==> src/rtl/pit_pkg.sv <==
package pit_pkg;
  localparam int DATA_W  = 32;
  localparam int CNT_W   = 20;
  localparam int OVF_W   = 12;
  localparam int EN_BIT  = 24;
  localparam int IEN_BIT = 25;

  typedef enum logic [1:0] {
    REG_MODE = 2'd0,
    REG_STAT = 2'd1,
    REG_VAL  = 2'd2,
    REG_IMG  = 2'd3
  } reg_sel_e;

  typedef struct packed {
    logic             ien;
    logic             en;
    logic [CNT_W-1:0] piv;
  } mode_t;
endpackage

==> src/rtl/pit_prescaler.sv <==
module pit_prescaler #(
  parameter int DIV = 16
) (
  input  logic clk_i,
  input  logic rst_ni,
  input  logic run_i,
  output logic tick_o
);
  generate
    if (DIV <= 1) begin : g_bypass
      logic unused_clk;
      assign unused_clk = clk_i ^ rst_ni;
      assign tick_o = run_i;
    end else begin : g_div
      localparam int W = $clog2(DIV);
      localparam logic [W-1:0] LAST = W'(DIV - 1);
      logic [W-1:0] cnt_q;
      always_ff @(posedge clk_i or negedge rst_ni) begin
        if (!rst_ni)            cnt_q <= '0;
        else if (!run_i)        cnt_q <= '0;
        else if (cnt_q == LAST) cnt_q <= '0;
        else                    cnt_q <= cnt_q + 1'b1;
      end
      assign tick_o = run_i && (cnt_q == LAST);
    end
  endgenerate
endmodule

==> src/rtl/pit_counter.sv <==
module pit_counter #(
  parameter int W = 20
) (
  input  logic         clk_i,
  input  logic         rst_ni,
  input  logic         tick_i,
  input  logic         en_i,
  input  logic [W-1:0] piv_i,
  output logic [W-1:0] cur_o,
  output logic         wrap_o,
  output logic         run_o
);
  logic [W-1:0] cur_q;
  logic         at_top;

  assign at_top = (cur_q == piv_i);
  assign wrap_o = tick_i && at_top;
  // keeps running after disable until the count is back at zero
  assign run_o  = en_i || (cur_q != '0);
  assign cur_o  = cur_q;

  always_ff @(posedge clk_i or negedge rst_ni) begin
    if (!rst_ni)     cur_q <= '0;
    else if (tick_i) cur_q <= at_top ? '0 : cur_q + 1'b1;
  end
endmodule

==> src/rtl/pit_event.sv <==
module pit_event #(
  parameter int W = 12
) (
  input  logic         clk_i,
  input  logic         rst_ni,
  input  logic         wrap_i,
  input  logic         ack_i,
  output logic         flag_o,
  output logic [W-1:0] ovf_o
);
  localparam logic [W-1:0] MAX = {W{1'b1}};
  logic         flag_q;
  logic [W-1:0] ovf_q;

  always_ff @(posedge clk_i or negedge rst_ni) begin
    if (!rst_ni) begin
      flag_q <= 1'b0;
      ovf_q  <= '0;
    end else if (wrap_i) begin
      // a wrap in the ack cycle survives the ack
      flag_q <= 1'b1;
      if (ack_i)             ovf_q <= W'(1);
      else if (ovf_q != MAX) ovf_q <= ovf_q + 1'b1;
    end else if (ack_i) begin
      flag_q <= 1'b0;
      ovf_q  <= '0;
    end
  end

  assign flag_o = flag_q;
  assign ovf_o  = ovf_q;
endmodule

==> src/rtl/interval_timer.sv <==
module interval_timer
  import pit_pkg::*;
#(
  parameter int PRESCALE = 16
) (
  input  logic              clk_i,
  input  logic              rst_ni,
  input  logic              req_i,
  input  logic              we_i,
  input  logic [1:0]        addr_i,
  input  logic [DATA_W-1:0] wdata_i,
  output logic [DATA_W-1:0] rdata_o,
  output logic              irq_o
);
  mode_t             mode_q;
  logic              mode_wr, val_rd, img_rd, rd_en;
  logic              tick, wrap, run;
  logic [CNT_W-1:0]  cur;
  logic              flag;
  logic [OVF_W-1:0]  ovf;
  logic [DATA_W-1:0] rd_mux, rdata_q;
  logic              unused_wdata;

  assign unused_wdata = ^{wdata_i[DATA_W-1:IEN_BIT+1], wdata_i[EN_BIT-1:CNT_W]};

  assign rd_en   = req_i && !we_i;
  assign mode_wr = req_i && we_i && (reg_sel_e'(addr_i) == REG_MODE);
  assign val_rd  = rd_en && (reg_sel_e'(addr_i) == REG_VAL);
  assign img_rd  = rd_en && (reg_sel_e'(addr_i) == REG_IMG);

  always_ff @(posedge clk_i or negedge rst_ni) begin
    if (!rst_ni) begin
      mode_q <= '{ien: 1'b0, en: 1'b0, piv: '1};
    end else if (mode_wr) begin
      mode_q <= '{ien: wdata_i[IEN_BIT], en: wdata_i[EN_BIT], piv: wdata_i[CNT_W-1:0]};
    end
  end

  pit_prescaler #(.DIV(PRESCALE)) u_pre (
    .clk_i (clk_i),
    .rst_ni(rst_ni),
    .run_i (run),
    .tick_o(tick)
  );

  pit_counter #(.W(CNT_W)) u_cnt (
    .clk_i (clk_i),
    .rst_ni(rst_ni),
    .tick_i(tick),
    .en_i  (mode_q.en),
    .piv_i (mode_q.piv),
    .cur_o (cur),
    .wrap_o(wrap),
    .run_o (run)
  );

  pit_event #(.W(OVF_W)) u_evt (
    .clk_i (clk_i),
    .rst_ni(rst_ni),
    .wrap_i(wrap),
    .ack_i (val_rd),
    .flag_o(flag),
    .ovf_o (ovf)
  );

  always_comb begin
    rd_mux = '0;
    unique case (reg_sel_e'(addr_i))
      REG_MODE: begin
        rd_mux[CNT_W-1:0] = mode_q.piv;
        rd_mux[EN_BIT]    = mode_q.en;
        rd_mux[IEN_BIT]   = mode_q.ien;
      end
      REG_STAT: rd_mux[0] = flag;
      REG_VAL, REG_IMG: rd_mux = {ovf, cur};
      default: rd_mux = '0;
    endcase
  end

  always_ff @(posedge clk_i or negedge rst_ni) begin
    if (!rst_ni)    rdata_q <= '0;
    else if (rd_en) rdata_q <= rd_mux;
  end

  assign rdata_o = rdata_q;
  assign irq_o   = flag && mode_q.ien;
endmodule

==> config.mk <==
export PLATFORM = sky130hd
export DESIGN_NAME = interval_timer
export DESIGN_NICKNAME = d
export VERILOG_FILES = /design/src/rtl/pit_pkg.sv /design/src/rtl/pit_prescaler.sv /design/src/rtl/pit_counter.sv /design/src/rtl/pit_event.sv /design/src/rtl/interval_timer.sv
export SDC_FILE = /design/constraint.sdc
export NUM_CORES = 1
export LEC_CHECK = 0
export CAP_MARGIN = 20
export CORE_AREA = 2 2 111 113
export DETAILED_ROUTE_END_ITERATION = 8
export DIE_AREA = 0 0 113 115
export DONT_BUFFER_PORTS = 1
export GPL_TIMING_DRIVEN = 0
export HOLD_SLACK_MARGIN = 0.03
export PLACE_DENSITY = 0.51
export SLEW_MARGIN = 20
export SYNTH_ARGS = -nofsm -noshare
export SYNTH_HDL_FRONTEND = slang
export SYNTH_SLANG_ARGS = --single-unit
export TNS_END_PERCENT = 30
==> constraint.sdc <==
create_clock -name clk_i -period 4.1 [get_ports clk_i]
set_input_delay 0.41 -clock clk_i [delete_from_list [all_inputs] [get_ports clk_i]]
set_output_delay 0.41 -clock clk_i [all_outputs]
set_load 0.03 [all_outputs]
# --- After elaboration in Yosys (flattened, before gate mapping) ---
# Cells that the tools add are included.
word_totals:
  latchBits: 0
  output_inout_bits: 33
  romBits: 0
  ff_bits: 91
  in_bits: 38
  n_memories: 0
  ramBits: 0
op_classes:
  reduce_logical: 15
  eq_ne: 6
  n_div: 0
  n_lt_le_gt_ge: 0
  mux: 14
  n_shift: 0
  bitwise_logic: 0
  add_sub_neg: 3
  multipliers: 0
op_table:
  columns: ["operator", "n"]
  rows:
  - ["$mux 12", 4]
  - ["$pmux 19 s2", 1]
  - ["$add 20x1->20 const B", 1]
  - ["$eq 20x20->1", 1]
  - ["$mux 20", 1]
  - ["$reduce_bool 20->1", 1]
  - ["$add 12x1->12 const B", 1]
  - ["$mux 4", 3]
  - ["$ne 12x12->1 const B", 1]
  - ["$logic_and 1x1->1", 7]
  - ["$mux 6", 1]
  - ["$add 4x1->4 const B", 1]
  - ["$eq 2x2->1 const B", 2]
  - ["$eq 4x4->1 const B", 1]
  - ["$pmux 2 s2", 1]
  - ["$reduce_bool 2->1", 2]
  - ["$pmux 1 s3", 1]
  - ["$eq 2x1->1 const B", 1]
  - ["$logic_not 2->1", 1]
  - ["$mux 1", 2]
  - ["$reduce_and 2->1", 1]
  - ["$reduce_or 2->1", 1]
  - ["$logic_not 1->1", 1]
  - ["$logic_or 1x1->1", 1]

# --- Longest topological paths before layout ---
depth:
  word_depth: 6
  ltp_mapped: 11

# --- Cells and area by module ---
# Synthesis repeated with hierarchy kept, for this count alone.
unflattened:
  hier_cells: 424
  area_unflattened_um2: 4544.4
by_module_without_submodules:
  columns: ["module", "cells_per_inst", "area_each_um2", "instances"]
  rows:
  - ["interval_timer", 194, 2326.0, 1]
  - ["pit_counter", 144, 1328.8, 1]
  - ["pit_event", 71, 715.7, 1]
  - ["pit_prescaler", 15, 173.9, 1]

# --- Worst setup path before layout ---
# Ideal clock, no wire load.
synth_path:
  kind: "flip-flop to flip-flop"
  start: "reg u_evt.ovf_q[0] (netlist: u_evt.ovf_o[0])"
  end: "reg u_evt.ovf_q[11] (netlist: u_evt.ovf_o[11])"
  required_ps: 4022
  slack_ps: 1962
  stages_incl_launch_ff: 8
  arrival_time_ps: 2060
  period_less_slack_ps: 2138
  cell_sequence: "dfrtp_1 ha_1 and3_4 and2_4 and3_4 or3_4 or4_1 a21oi_1"
synth_between:
  elab_chain_len: 4
  word_cells_on_any_way: 7
  cone_classes: "add/sub: 1; eq/ne: 1; mux: 3; reduce/logical: 2"
synth_lines:
  columns: ["element", "line", "rtl"]
  rows:
  - ["start, declared", "pit_event.sv:13", "logic [W-1:0] ovf_q;"]
  - ["start signal, assigned", "pit_event.sv:23", "else if (ovf_q != MAX) ovf_q <= ovf_q + 1'b1;"]
  - ["$add 12x1->12", "pit_event.sv:23", null]
  - ["$mux 12", "pit_event.sv:23", null]
  - ["$mux 12", "pit_event.sv:22", "if (ack_i) ovf_q <= W'(1);"]
  - ["$mux 12", "pit_event.sv:19", "end else if (wrap_i) begin"]
# Parallel ways exist; a longest one is shown, timed or not. The select of a mux whose other input is x is not followed.
# A chain may end at the register's enable or synchronous reset.

# --- Worst setup path in the final report ---
layout_path:
  start: "reg u_cnt.cur_q[0] (netlist: u_cnt.cur_o[0])"
  end: "reg u_evt.ovf_q[0] (netlist: u_evt.ovf_o[0])"
layout_between:
  elab_chain_len: 6
  word_cells_on_any_way: 8
  cone_classes: "eq/ne: 1; mux: 1; reduce/logical: 6"
layout_lines:
  columns: ["element", "line", "rtl"]
  rows:
  - ["start, declared", "pit_counter.sv:13", "logic [W-1:0] cur_q;"]
  - ["start signal, assigned", "pit_counter.sv:24", "else if (tick_i) cur_q <= at_top ? '0 : cur_q + 1'b1;"]
  - ["$reduce_bool 20->1", "pit_counter.sv:19", "assign run_o = en_i || (cur_q != '0);"]
  - ["$logic_or 1x1->1", "pit_counter.sv:19", null]
  - ["$logic_and 1x1->1", "pit_prescaler.sv:24", "assign tick_o = run_i && (cnt_q == LAST);"]
  - ["$logic_and 1x1->1 (*)", "pit_counter.sv:17", "assign wrap_o = tick_i && at_top;"]
  - ["$reduce_bool 2->1 (no source line)", null, null]
  - ["$reduce_and 2->1 (no source line)", null, null]
# Mark *: on every way between the ends. The rest lies on a longest branch, timed or not.

==> results.tsv <==
metric	value	unit
Synth area leaders	dfrtp_1 (38%), dfstp_2 (11%), mux2_2 (5.3%), nand2_1 (5.1%), xnor2_1 (4.1%)	
Inserted Diodes	0	
WS Path Type	reg2reg	
worst-margin pin slew	722	ps
Slew headroom	51.4	%
gr usage total	18.8	%
Initial Util	39.3	%
area delta synth->final	10.9	%
CP Launch Type	register	
number of primary I/O pins	71	
GRT overflow	0	
post-synth cell types	56	
CP endpoint kind	register	
drt wl/cell	18.4	um
largest area contributor in the netlist	dfrtp_1	
unrepaired setup endpoints after global routing	no	
Worst path max stage delay	410	ps
total core area	11800	um2
port bufs	0	
ANT nets after route	0	
Final nets	513	
Die Width	113	um
hold_sp	wdata_i[9]	
clk_lat worst skew	350	ps
Syn. warnings	0	
Tmin final	2360	ps
TritonCTS Sinks	91	
clock skew	8.33	ps
Final Hold Vio Count	0	
post-synthesis net count	500	
first-pass GRT wire length	18800	um
Setup TNS Final	0	ps
Hold Path End	mode_q[9]$_DFFE_PN1P_	
Final Setup Violations	0	
slowest stage cell, crit path	nor4_4	
CTS tree	built	
Synth Register Bits	91	
clock-pin slew on the worst setup and hold paths	70	ps
Synth Flop Type	dfrtp_1	
largest net degree at the start of global routing	92	
dpl cells	605	
vias in the first global route	3377	
r2r endpoint	u_evt.ovf_o[0]$_DFFE_PN0P_	
CP delay by family, top	simple AND/OR/NAND/NOR gates	
H-tree Lvls	3	
Crit Path Max Fanout	10	
Crit path buffers/inverters	3	
initial antenna violation count	0	
Vias	3308	
WHS	208	ps
PwrDens	429	nW/um2
Num CTS Buffers	9	
reg2reg path depth	9	
Post-Layout Cell Count	623	
Die Area	13000	um2
Final period util	57.5	%
register area share after synthesis	49.5	%
DRT Pass-1 Iters	6	
failing checks	DRC	
CP required	4350	ps
DP HPWL	8220	um
clk root buf	clkbuf_16	
Min-Delay Path Depth	1	
fin. max-slew vios	0	
status	finished, violations left	
Mapped Cells	458	
setup repair bufs after CTS	0	
worst hold path type	in2reg	
# DRC	6	
Reg2Reg Setup Slack	1740	ps
Iteration-0 DRC Markers	261	
GPL Wtd Cong	0.815	
FP Rows	40	
synth cell count leaders	dfrtp_1 (71), nand2_1 (63), o21ai_0 (37)	
Arr. time, crit path	2600	ps
syn_area_per_cell	10.1	um2
Leak Pwr	0.00212	uW
VDD IR max	219	uV
Async SR Flop Fraction	100	%
worst r2r src	u_cnt.cur_o[0]$_DFFE_PN0P_	
max-cap violation count	0	
DIE HEIGHT	115	um
Fmax	424	MHz
mapped cell area	4650	um2
most common cell in the netlist	dfrtp_1	
share of post-route cells with drive strength above 1	20.2	%
Synth top area share	38.2	%
wirelength, routed	11500	um
vias per cell	5.31	
CTS Buffer Depth	2	
crit path cell chain	clkbuf_2 -> xnor2_2 -> nand4_2 -> nor4_4 -> and4b_1 -> buf_4 -> buf_6 -> nor2_1 -> a311oi_1	
number of flops mapped to enable cells by yosys	0	
-- timing repair --
action	in CTS	in global routing
endpoints found under the setup margin	0	0
gates resized for setup	0	0
hold endpoints to repair	91	0
hold buffers	2	0
-- worst max-delay path by stage --
stage	from	to	slack, ps	cells past startpoint
floorplan	u_evt.ovf_o[0]$_DFFE_PN0P_	u_evt.ovf_o[11]$_DFFE_PN0P_	1960	7
global placement	u_cnt.cur_o[0]$_DFFE_PN0P_	u_evt.ovf_o[4]$_DFFE_PN0P_	1770	7
detailed placement	u_cnt.cur_o[0]$_DFFE_PN0P_	u_evt.ovf_o[0]$_DFFE_PN0P_	1740	9
CTS	u_cnt.cur_o[0]$_DFFE_PN0P_	u_evt.ovf_o[0]$_DFFE_PN0P_	1730	9
global route	u_cnt.cur_o[0]$_DFFE_PN0P_	u_evt.ovf_o[1]$_DFFE_PN0P_	1550	11
finish	u_cnt.cur_o[0]$_DFFE_PN0P_	u_evt.ovf_o[0]$_DFFE_PN0P_	1740	9
-- worst register-to-register path, delay by kind of cell (launching register included) --
family	cells	cell delay [ps]
xor+xnor	1	270
compound gates	1	220
buf+inv	3	540
flops	1	380
simple gates	4	860
-- cells in the final DEF, fill, tap and decap left out, drive strengths merged, types with 2 or more instances in the layout --
| cell | n |
|---|---|
| dfrtp | 71 |
| nand2 | 64 |
| o21ai | 38 |
| clkbuf | 30 |
| a21oi | 29 |
| nor2 | 28 |
| xnor2 | 24 |
| mux2 | 22 |
| nor3b | 22 |
| dfstp | 20 |
| buf | 17 |
| xor2 | 13 |
| nand3 | 11 |
| and3 | 10 |
| nand4 | 9 |
| nor4 | 7 |
| inv | 5 |
| nor3 | 5 |
| nand2b | 4 |
| or4 | 4 |
| a31oi | 4 |
| ha | 4 |
| or3 | 4 |
| and2 | 4 |
| mux2i | 3 |
| a31o | 3 |
| nor2b | 2 |
| and4 | 2 |
| o31ai | 2 |
| a311oi | 2 |
| a21o | 2 |
-- flip-flops by register name (all words and copies together) (netlist names) --
| signal | count |
|---|---|
| mode_q | 22 |
| u_cnt.cur_o | 20 |
| rdata_o | 32 |
| u_pre.g_div.cnt_q | 4 |
| u_evt.ovf_o | 12 |
| u_evt.flag_o | 1 |
-- per-stage QoR --
stage / util (%) / area, um2 / worst slack, ps / total power (uW)
after floorplan: - / 4650 / 1960 / 1340
final: 43.6 / 5150 / 1740 / 2210
after global routing: 43.6 / 5150 / 1550 / 2320
after global placement: 40.9 / 4830 / 1770 / 1410
after detailed placement: 40.9 / 4830 / 1740 / 1410
after CTS: 43.6 / 5150 / 1730 / 2240
-- power by group --
part / internal [uW] / switching (uW)
clock network: 446 / 348
logic: 126 / 128
registers: 1020 / 142
-- final cells by class --
cell class / instances / area [um2]
fill: 1150 / 6660
sequential: 91 / 2300
multi-input combinational: 330 / 2160
clock buffer: 13 / 260
tap: 147 / 184
buffer: 33 / 179
timing repair buffer: 2 / 37.5
clock inverter: 3 / 21.3
inverter: 4 / 15.0
-- cells by family (layout without fill, tap and decap cells) --
group | Yosys count | count (layout) | synth area share (%)
adders and majority gates | 4 | 4 | 1.08
and+or+nand+nor | 180 | 180 | 21.6
DFF | 91 | 91 | 49.5
buffers and inverters | 37 | 55 | 4.17
AOI/OAI and AO/OA | 84 | 84 | 10.1
xor gates and xnor gates | 37 | 37 | 7.54
muxes | 25 | 25 | 5.98
-- layer usage --
metal | wire length (um) | GRT usage [%] | up-vias
met3 | 578 | 3.43 | 12
met2 | 5080 | 27.7 | 67
met1 | 5670 | 27.5 | 1613
li1 | - | - | 1616
met4 | 154 | 7.32 | 0
met5 | 0 | 0 | -
Power figures use the tool's default switching activity.
